## src/rtl/som_pkg.sv

```systemverilog
package som_pkg;
   typedef enum logic [1:0] {
      HD_IDLE,
      HD_RESUME,
      HD_SQUASH,
      HD_COMMIT
   } head_act_e;
endpackage

```

## src/rtl/som_pick.sv

```systemverilog
module som_pick #(
   parameter int N  = 4,
   parameter int IW = 2
) (
   input  logic [N-1:0]  req,
   output logic          found,
   output logic [IW-1:0] idx
);
   if (IW < $clog2(N)) begin : g_bad_iw
      $error("som_pick: IW too narrow for N");
   end

   always_comb begin
      found = |req;
      idx   = '0;
      for (int i = N - 1; i >= 0; i--) begin
         if (req[i]) idx = IW'(i);
      end
   end
endmodule

```

## src/rtl/som_list.sv

```systemverilog
module som_list #(
   parameter int NU = 4,
   parameter int UW = 2,
   parameter int PW = 3
) (
   input  logic                   clk,
   input  logic                   rst_n,
   input  logic                   trunc_en,
   input  logic [PW-1:0]          trunc_len,
   input  logic                   pop_en,
   input  logic                   ins_en,
   input  logic [PW-1:0]          ins_pos,
   input  logic [UW-1:0]          ins_unit,
   output logic [NU-1:0][UW-1:0]  ord,
   output logic [PW-1:0]          cnt,
   output logic [NU-1:0]          member,
   output logic [UW-1:0]          last_unit
);
   if (PW < $clog2(NU + 1)) begin : g_bad_pw
      $error("som_list: PW cannot hold NU");
   end

   logic [NU-1:0][UW-1:0] s_ord, n_ord;
   logic [PW-1:0]         n_cnt;

   always_comb begin
      s_ord = ord;
      n_cnt = cnt;
      if (trunc_en) n_cnt = trunc_len;
      if (pop_en) begin
         for (int i = 0; i < NU - 1; i++) s_ord[i] = ord[i+1];
         n_cnt = n_cnt - 1'b1;
      end
      n_ord = s_ord;
      if (ins_en) begin
         if (ins_pos == '0) n_ord[0] = ins_unit;
         for (int i = 1; i < NU; i++) begin
            if (PW'(i) == ins_pos)     n_ord[i] = ins_unit;
            else if (PW'(i) > ins_pos) n_ord[i] = s_ord[i-1];
         end
         n_cnt = n_cnt + 1'b1;
      end
   end

   always_ff @(posedge clk) begin
      if (!rst_n) begin
         ord <= '0;
         cnt <= '0;
      end else begin
         ord <= n_ord;
         cnt <= n_cnt;
      end
   end

   always_comb begin
      member    = '0;
      last_unit = ord[0];
      for (int i = 0; i < NU; i++) begin
         if (PW'(i) < cnt) member[ord[i]] = 1'b1;
         if (PW'(i + 1) == cnt) last_unit = ord[i];
      end
   end


   count_bound_chk: assert property (@(posedge clk) disable iff (!rst_n)
      cnt <= PW'(NU));

   ins_room_chk: assert property (@(posedge clk) disable iff (!rst_n)
      ins_en |-> ((trunc_en ? trunc_len : cnt) < PW'(NU)));
endmodule

```

## src/rtl/som_slice.sv

```systemverilog
module som_slice #(
   parameter int NU = 4,
   parameter int UW = 2
) (
   input  logic          clk,
   input  logic          rst_n,
   input  logic          start_en,
   input  logic [UW-1:0] start_unit,
   input  logic [UW-1:0] start_parent,
   input  logic [NU-1:0] kill,
   input  logic [NU-1:0] done,
   input  logic          commit_en,
   input  logic [UW-1:0] commit_unit,
   output logic [NU-1:0] held,
   output logic [NU-1:0] free_p
);
   logic [NU-1:0]         in_sl;
   logic [NU-1:0][UW-1:0] par;
   logic [NU-1:0]         has_child;

   always_comb begin
      has_child = '0;
      for (int j = 0; j < NU; j++) begin
         if (in_sl[j]) has_child[par[j]] = 1'b1;
      end
   end

   always_ff @(posedge clk) begin
      if (!rst_n) begin
         in_sl  <= '0;
         par    <= '0;
         held   <= '0;
         free_p <= '0;
      end else begin
         for (int u = 0; u < NU; u++) begin
            if (start_en && start_unit == UW'(u)) begin
               in_sl[u] <= 1'b1;
               par[u]   <= start_parent;
            end else if (kill[u] || done[u]) begin
               in_sl[u] <= 1'b0;
            end
            free_p[u] <= 1'b0;
            if (commit_en && commit_unit == UW'(u)) begin
               if (has_child[u]) held[u]   <= 1'b1;
               else              free_p[u] <= 1'b1;
            end else if (held[u] && !has_child[u]) begin
               held[u]   <= 1'b0;
               free_p[u] <= 1'b1;
            end
         end
      end
   end


   held_grant_chk: assert property (@(posedge clk) disable iff (!rst_n)
      start_en |-> !held[start_unit]);

   held_free_chk: assert property (@(posedge clk) disable iff (!rst_n)
      (held & free_p) == '0);
endmodule

```

## src/rtl/spec_order_mgr.sv

```systemverilog
module spec_order_mgr
   import som_pkg::*;
#(
   parameter int NU = 4,
   parameter int TW = 8,
   localparam int UW = (NU > 1) ? $clog2(NU) : 1,
   localparam int PW = $clog2(NU + 1)
) (
   input  logic          clk,
   input  logic          rst_n,
   input  logic          spawn_req,
   input  logic [TW-1:0] spawn_tag,
   input  logic [PW-1:0] spawn_pos,
   input  logic [UW-1:0] spawn_parent,
   output logic          spawn_rdy,
   output logic          spawn_gnt,
   output logic          spawn_drop,
   output logic [UW-1:0] spawn_unit,
   input  logic [NU-1:0] slice_done,
   input  logic          fin_valid,
   input  logic [UW-1:0] fin_unit,
   input  logic [TW-1:0] fin_tag,
   output logic          val_req,
   output logic [UW-1:0] val_unit,
   input  logic          val_rsp_v,
   input  logic          val_rsp_ok,
   output logic [NU-1:0] squash,
   output logic [NU-1:0] free,
   output logic          head_valid,
   output logic [UW-1:0] head_unit,
   output logic [PW-1:0] live_cnt
);
   if (NU < 2) begin : g_bad_nu
      $error("spec_order_mgr: NU must be at least 2");
   end
   if (TW < 1) begin : g_bad_tw
      $error("spec_order_mgr: TW must be positive");
   end

   logic [NU-1:0][UW-1:0] ord;
   logic [PW-1:0]         cnt;
   logic [NU-1:0]         member, held, avail, kill;
   logic [UW-1:0]         last_u, head, nxt, pick_u, gunit;
   logic                  pick_ok;
   logic [NU-1:0][TW-1:0] tag_r, ftag_r;
   logic [NU-1:0]         fin_r;
   logic                  hfin, two, tag_ok, mism, alone, vreq, vpass, vfail, sfx;
   logic                  acc, evict, grant, drop;
   logic [PW-1:0]         slot;
   head_act_e             act;

   assign head  = ord[0];
   assign nxt   = ord[1];
   assign hfin  = (cnt != '0) && fin_r[head];
   assign two   = cnt >= PW'(2);
   assign tag_ok = ftag_r[head] == tag_r[nxt];
   assign mism  = hfin && two && !tag_ok;
   assign alone = hfin && !two;
   assign vreq  = hfin && two && tag_ok;
   assign vpass = vreq && val_rsp_v && val_rsp_ok;
   assign vfail = vreq && val_rsp_v && !val_rsp_ok;
   assign sfx   = mism || vfail;

   always_comb begin
      if (sfx)        act = HD_SQUASH;
      else if (vpass) act = HD_COMMIT;
      else if (alone) act = HD_RESUME;
      else            act = HD_IDLE;
   end

   // slot clamp: never ahead of the non-speculative thread
   always_comb begin
      if (cnt == '0)            slot = '0;
      else if (spawn_pos == '0) slot = PW'(1);
      else if (spawn_pos > cnt) slot = cnt;
      else                      slot = spawn_pos;
   end

   assign avail = ~(member | held);

   som_pick #(.N(NU), .IW(UW)) u_pick (
      .req   (avail),
      .found (pick_ok),
      .idx   (pick_u)
   );

   assign acc   = spawn_req && !hfin;
   assign evict = acc && !pick_ok && (slot < cnt);
   assign grant = acc && (pick_ok || evict);
   assign drop  = acc && !grant;
   assign gunit = pick_ok ? pick_u : last_u;

   always_comb begin
      kill = '0;
      if (evict)    kill[last_u] = 1'b1;
      else if (sfx) kill = member & ~(NU'(1) << head);
   end

   som_list #(.NU(NU), .UW(UW), .PW(PW)) u_list (
      .clk       (clk),
      .rst_n     (rst_n),
      .trunc_en  (evict || sfx),
      .trunc_len (sfx ? PW'(1) : cnt - 1'b1),
      .pop_en    (vpass),
      .ins_en    (grant),
      .ins_pos   (slot),
      .ins_unit  (gunit),
      .ord       (ord),
      .cnt       (cnt),
      .member    (member),
      .last_unit (last_u)
   );

   som_slice #(.NU(NU), .UW(UW)) u_slice (
      .clk          (clk),
      .rst_n        (rst_n),
      .start_en     (grant),
      .start_unit   (gunit),
      .start_parent (spawn_parent),
      .kill         (kill),
      .done         (slice_done),
      .commit_en    (vpass),
      .commit_unit  (head),
      .held         (held),
      .free_p       (free)
   );

   always_ff @(posedge clk) begin
      if (!rst_n) begin
         fin_r      <= '0;
         tag_r      <= '0;
         ftag_r     <= '0;
         spawn_gnt  <= 1'b0;
         spawn_drop <= 1'b0;
         spawn_unit <= '0;
         squash     <= '0;
      end else begin
         spawn_gnt  <= grant;
         spawn_drop <= drop;
         if (grant) spawn_unit <= gunit;
         squash     <= kill;
         for (int u = 0; u < NU; u++) begin
            if (grant && gunit == UW'(u)) begin
               tag_r[u] <= spawn_tag;
               fin_r[u] <= 1'b0;
            end else if (kill[u]) begin
               fin_r[u] <= 1'b0;
            end else if (act != HD_IDLE && head == UW'(u)) begin
               fin_r[u] <= 1'b0;
            end else if (fin_valid && fin_unit == UW'(u) && member[u]) begin
               fin_r[u]  <= 1'b1;
               ftag_r[u] <= fin_tag;
            end
         end
      end
   end

   assign spawn_rdy  = !hfin;
   assign val_req    = vreq;
   assign val_unit   = nxt;
   assign head_valid = cnt != '0;
   assign head_unit  = head;
   assign live_cnt   = cnt;


   gnt_drop_chk: assert property (@(posedge clk) disable iff (!rst_n)
      !(spawn_gnt && spawn_drop));

   evict_pair_chk: assert property (@(posedge clk) disable iff (!rst_n)
      (spawn_gnt && squash != '0) |-> squash == (NU'(1) << spawn_unit));

   stall_chk: assert property (@(posedge clk) disable iff (!rst_n)
      (spawn_req && !spawn_rdy) |=> !(spawn_gnt || spawn_drop));

   mism_cut_chk: assert property (@(posedge clk) disable iff (!rst_n)
      mism |=> (live_cnt == PW'(1)) && spawn_rdy);

   fail_cut_chk: assert property (@(posedge clk) disable iff (!rst_n)
      vfail |=> (live_cnt == PW'(1)) && (free == '0));

   commit_cnt_chk: assert property (@(posedge clk) disable iff (!rst_n)
      vpass |=> live_cnt == $past(live_cnt) - PW'(1));

   squash_free_chk: assert property (@(posedge clk) disable iff (!rst_n)
      (squash & free) == '0);
endmodule

```

## config.mk

```make
export PLATFORM = sky130hd
export DESIGN_NAME = spec_order_mgr
export DESIGN_NICKNAME = d
export VERILOG_FILES = /design/src/rtl/som_pkg.sv /design/src/rtl/som_pick.sv /design/src/rtl/som_list.sv /design/src/rtl/som_slice.sv /design/src/rtl/spec_order_mgr.sv
export SDC_FILE = /design/constraint.sdc
export NUM_CORES = 1
export LEC_CHECK = 0
export ABC_AREA = 0
export BUFFER_PORTS_ARGS = -buffer_cell sky130_fd_sc_hd__clkbuf_2
export CAP_MARGIN = 20
export CORE_UTILIZATION = 54
export DETAILED_ROUTE_END_ITERATION = 10
export GPL_ROUTABILITY_DRIVEN = 0
export PLACE_DENSITY = 0.75
export SLEW_MARGIN = 10
export SYNTH_ARGS = -nofsm -noshare
export SYNTH_HDL_FRONTEND = slang
export SYNTH_SLANG_ARGS = --single-unit
```

## constraint.sdc

```tcl
create_clock -name clk -period 4 [get_ports clk]
set_input_delay 0.4 -clock clk [delete_from_list [all_inputs] [get_ports clk]]
set_output_delay 0.4 -clock clk [all_outputs]
set_load 0.05 [all_outputs]
```

# == Word-level counts from Yosys, hierarchy flattened ==
# Index checks and enable logic that the tools add are counted.
# totals
regBits,107
input_bits,33
output_inout_bits,22
word_cells,296
# op_classes
add_sub_neg,3
order_cmp,28
eq_ne,20
shift,1
muxes,93
bitwise_logic,23
reduce_logical,94
# ops
op,n
logical AND 1 bit,46
2-to-1 mux 1 bit,43
2-to-1 mux 4 bit,10
2-to-1 mux 2 bit,17
binary-select mux 8 bit (select 2 bit),2
OR 4 bit,7
less-than comparator 2 x 3 -> 1 bit (second input constant),9
2-to-1 mux 3 bit,7
nonzero test 2 bit,10
OR reduction 4 bit,5
demux 1 bit (select 2 bit),9
>= comparator 2 x 1 -> 1 bit (second input constant),9
2-to-1 mux 8 bit,2
AND reduction 4 bit,4
NOT 1 bit,13
== test 2 bit (second input constant),6
== test 2 x 3 -> 1 bit (first input constant),4
2-to-1 mux 6 bit,2
zero test 1 bit,10
AND reduction 2 bit,5
zero test 3 bit,3
== test 8 bit,1
inequality test 2 x 1 -> 1 bit (second input constant),4
NOT 4 bit,2
18 further kinds,32

# == Depth between registers and ports, before layout ==
# depth
ltp_word,23
ltp_mapped,24
depth_no_buf,22

# == Hierarchy ==
# From an unflattened synthesis, not the netlist that was laid out.
# hier_totals
hier_cells,616
area_unflattened_um2,5686.7
# modules_own_cells
module,n_inst,cells_per_inst,area_per_inst_um2,seq_area_each_um2
spec_order_mgr,1,381,3799.9,1521.5
som_list,1,124,938.4,220.2
som_slice,1,104,913.4,400.4
som_pick,1,7,35.0,0.0

# == Worst setup path before layout ==
# OpenSTA, ideal clock, no wires.
# synth_timing
path_kind,flip-flop to flip-flop
from,reg u_list.cnt[1]
to,reg u_list.cnt[2]
setup_ns,0.078
arrival_time_ns,4.668
t_required_ns,3.922
slack_ns,-0.746
stages_incl_launch_ff,23
n_path_buf,1
synth_period_minus_slack_ns,4.746
cell_sequence,dfxtp_1 > inv_1 > ha_1 > a211oi_1 > o31ai_1 > a21oi_1 > inv_1 > ha_1 > nor3b_1 > o211ai_1 > a21oi_1 > a211o_1 > and3_1 > buf_6 > mux2i_1 > nand2_1 > ha_1 > nand2b_1 > nand2_1 > ha_1 > a22o_1 > and3_1 > nor3_1
# synth_via
elab_chain_len,20
elab_cells_between_ends,45
classes_between,add/sub: 3; order compare: 7; mux: 11; bitwise: 5; reduce/logical: 19
# synth_lines
item,line,source
"start, declared",som_list.sv:15,"output logic [PW-1:0] cnt,"
"start signal, assigned",som_list.sv:51,cnt <= n_cnt;
less-than comparator 1 x 3 -> 1 bit,som_list.sv:59,if (PW'(i) < cnt) member[ord[i]] = 1'b1;
2-to-1 mux 4 bit,som_list.sv:59,
OR 4 bit (no source line),--,
2-to-1 mux 4 bit,som_list.sv:59,
OR 4 bit (no source line),--,
2-to-1 mux 4 bit,som_list.sv:59,
OR 4 bit (no source line),--,
2-to-1 mux 4 bit,som_list.sv:59,
[... 3 more ...],--,
zero test 1 bit,spec_order_mgr.sv:88,assign evict = acc && !pick_ok && (slot < cnt);
logical AND 1 bit (2 in series),spec_order_mgr.sv:88,
logical OR 1 bit,spec_order_mgr.sv:102,".trunc_en (evict || sfx),"
2-to-1 mux 3 bit,som_list.sv:29,if (trunc_en) n_cnt = trunc_len;
subtractor 3 x 1 -> 3 bit,som_list.sv:32,n_cnt = n_cnt - 1'b1;
2-to-1 mux 3 bit,som_list.sv:30,if (pop_en) begin
adder 3 x 1 -> 3 bit,som_list.sv:41,n_cnt = n_cnt + 1'b1;
2-to-1 mux 3 bit *,som_list.sv:35,if (ins_en) begin
# Mark *: on every way between the ends. The rest lies on a longest branch, timed or not.
# A chain may end at the register's enable or synchronous reset.

# == Final worst setup path ==
# Ends and elaborated chain as after synthesis.

==> results.yml <==
run_status:
  status: "finished clean"
final_layout:
  regArea_um2: 2150
  fillers: 887
  fin_cells: 836
  multi_input_area_um2: 3480
  final_cell_mix: "104 x dfxtp_1, 86 x nand2_1, 65 x mux2i_1"
  drive_above_1_share_pct: 24.9
  mostFrequentLayoutCell: "dfxtp_1"
  syn_to_final_growth_pct: 15.5
  final_nets: 740
  n_antenna_cell: 0
power:
  p_clk_share_pct: 27.8
  p_sw_uw: 843
  p_int_uw: 1700
  switching_share_pct: 33.2
  pwr-share-seq_pct: 45.5
  power.density_nw_per_um2: 383
  finalPower_uw: 2540
  p_comb_share_pct: 26.8
  p_leak_uw: 0.00268
  peakVddDrop_mv: 0.249
grt:
  grt-ovfl-total: 0
  grt_pass1_wl_um: 23800
  grtUsageTotal_pct: 27.4
  grt_pass1_vias: 4890
  grt_max_degree: 53
  grt_antenna_before_repair: 0
timing:
  worst_slew_pin_slew_ns: 0.787
  max_freq_mhz: 258
  slew_viol_final: 0
  skew_ns: 0.0141
  hold_viol: 0
  finalSetupViolations: 0
  relSlewSlack_pct: 47.5
  final.min_clock_period_ns: 3.88
  fin_crit_sh_pct: 96.9
  rsz0062_at_grt: "yes"
  setup_tns_ns: 0
placed_design:
  dpl.cell_count: 815
  post-dp-hpwl_um: 10700
  io_buffers: 54
synthesis:
  synth-edff-count: 0
  synthTopCellsByArea: "dfxtp_1 37%, mux2i_1 11%, mux4_2 6.7%, nand2_1 5.7%, nor2_1 4.2%"
  synth-seq-cells: 107
  yosysWarnings: 0
  ys_types: 72
  synth_cells: 633
  synth_fp_nets: 677
  synthArstFlopShare_pct: 0
  syn-cell-area_um2: 5750
  synth_top_cell_by_area: "dfxtp_1"
  synth_top_area_share_pct: 37.2
  yosysSeqAreaShare_pct: 37.2
  syn_avg_cell_area_um2: 9.09
  synth_flop_cell: "dfxtp_1"
clocking:
  tritoncts: "done"
  postCtsHoldBufs: 0
  cts_buffer_depth: 2
  clk_pin_slew_ns: 0.11
  clk_latency_ns: 0.38
  root_buffer: "clkbuf_8"
  cts_buffers: 9
  cts_sinks: 107
  h-tree-depth: 3
detailed_routing:
  remaining_drc_errors: 0
  vias: 4984
  via_per_inst: 5.96
  first_pass_iters: 5
  drt_first_iter_violations: 277
  ant_nets: 0
  wl_per_cell_um: 17.9
  routed_wirelength_um: 15000
min_path:
  min_path_type: "input port to flip-flop"
critical_path:
  cp.arrival_ns: 4.18
  critical_path.startpoint_type: "flip-flop"
  cp.required_ns: 4.31
  critPathCaptureType: "flip-flop"
  crit_fanout: 5
  crit_type: "flip-flop to flip-flop"
floorplan:
  core_um2: 10300
  die_y_um: 105
  dieArea_um2: 11100
  io_pins: 55
  row_count: 37
  chipWidth_um: 105
  initial_utilization_pct: 55.7
job:
  maxCapViolations: 0
-- cells in the mapped netlist, drive strengths merged, types with 5 or more instances --
cell type and count:
ha 11, buf 25, nor2b 5, nand2 88
xnor2 10, mux2 5, o21ai 14, mux2i 66
nor2 66, and3 7, a211oi 8, inv 20
mux4 17, a211o 5, nand4 5, clkbuf 15
o21a 6, nor3b 6, nor3 15, nand2b 9
dfxtp 107, a21o 6, a21oi 34, nand3 12
and2 11, o31ai 5
-- metal layers --
layer	wire length (um)	share of wire (%)	up-vias	GRT usage, %
met5	0	0	-	0
met4	424	2.8	0	12.3
met3	772	5.2	32	4.82
met2	7640	51	168	48.6
met1	6130	41	2407	32.2
li1	-	-	2377	-
-- power by group through the flow --
stage,sequential [uW],clock (uW),combinational [uW]
3_3_place_gp,1180,0,610
2_1_floorplan,1180,0,463
4_1_cts,1160,718,629
3_5_place_dp,1180,0,626
6_report,1160,706,680
5_1_grt,1160,752,724
-- worst max-delay path, stage by stage, from the launching register on --
cell	delay (ns)
dfxtp_4	0.40
inv_8	0.05
ha_4	0.26
a211oi_4	0.34
o31ai_4	0.12
a21oi_2	0.18
inv_2	0.06
ha_4	0.16
nor3b_4	0.20
o211ai_1	0.12
a21oi_1	0.13
a211o_1	0.15
and3_4	0.22
mux2i_2	0.24
nand2_1	0.08
ha_1	0.28
nand2b_4	0.12
nand2_2	0.04
ha_2	0.16
a22o_1	0.18
and3_1	0.18
nor3_1	0.11
-- path summary, 6_finish.rpt --
kind / startpoint / to / slack [ns] / depth (start not counted)
worst max-delay path: u_list.cnt[1]$_SDFF_PN0_ / u_list.cnt[2]$_SDFF_PN0_ / 0.12 / 21
worst min-delay path: spawn_tag[7] / tag_r[15]$_SDFFE_PN0P_ / 0.27 / 3
worst max register to register: u_list.cnt[1]$_SDFF_PN0_ / u_list.cnt[2]$_SDFF_PN0_ / 0.12 / 21
worst min register to register: tag_r[11]$_SDFFE_PN0P_ / tag_r[11]$_SDFFE_PN0P_ / 0.46 / 2
-- registers in the layout, summed over array words and instances, names as in the netlist --
signal / count
u_slice.in_sl: 4
fin_r: 4
spawn_gnt: 1
u_list.cnt: 3
ftag_r: 32
u_slice.par: 8
tag_r: 32
u_list.ord: 8
squash: 4
spawn_drop: 1
u_slice.free_p: 4
spawn_unit: 2
u_slice.held: 4
-- logic make-up (layout without fill, tap and decap cells) --
family / Yosys count / count (layout) / share of synthesized area [%]
compound gates: 115 / 115 / 14.3
flops: 107 / 107 / 37.2
buf+inv: 60 / 127 / 5.07
fa+ha+maj: 13 / 13 / 2.74
mux: 88 / 88 / 19.1
xor+xnor: 11 / 11 / 1.67
simple gates: 239 / 239 / 19.9
-- layout make-up --
type	count	share of cell area, %
multi-input cells	466	52.3
clock buffers	10	2.07
well taps	136	2.56
inverters	20	1.28
flip-flops and latches	107	32.4
repair buffers	92	8.36
clock inverters	5	1.04
-- per-stage QoR --
| step | hold WS, ns | cell area (um^2) | worst slack [ns] | util [%] |
|---|---|---|---|---|
| 2_1_floorplan | 0.432 | 5830 | 0.00953 | - |
| 3_3_place_gp | 0.439 | 6280 | 0.0769 | 60.9 |
| 3_5_place_dp | 0.448 | 6280 | -0.144 | 60.9 |
| 4_1_cts | 0.260 | 6490 | 0.00628 | 62.9 |
| 5_1_grt | 0.273 | 6650 | -0.0675 | 64.4 |
| 6_report | 0.273 | 6650 | 0.123 | 64.4 |
-- what timing repair did --
action	CTS	global route
resized for setup	0	23
setup endpoints to repair	0	4
buffers inserted	0	6
No activity file was read; power rests on OpenSTA's default activity.
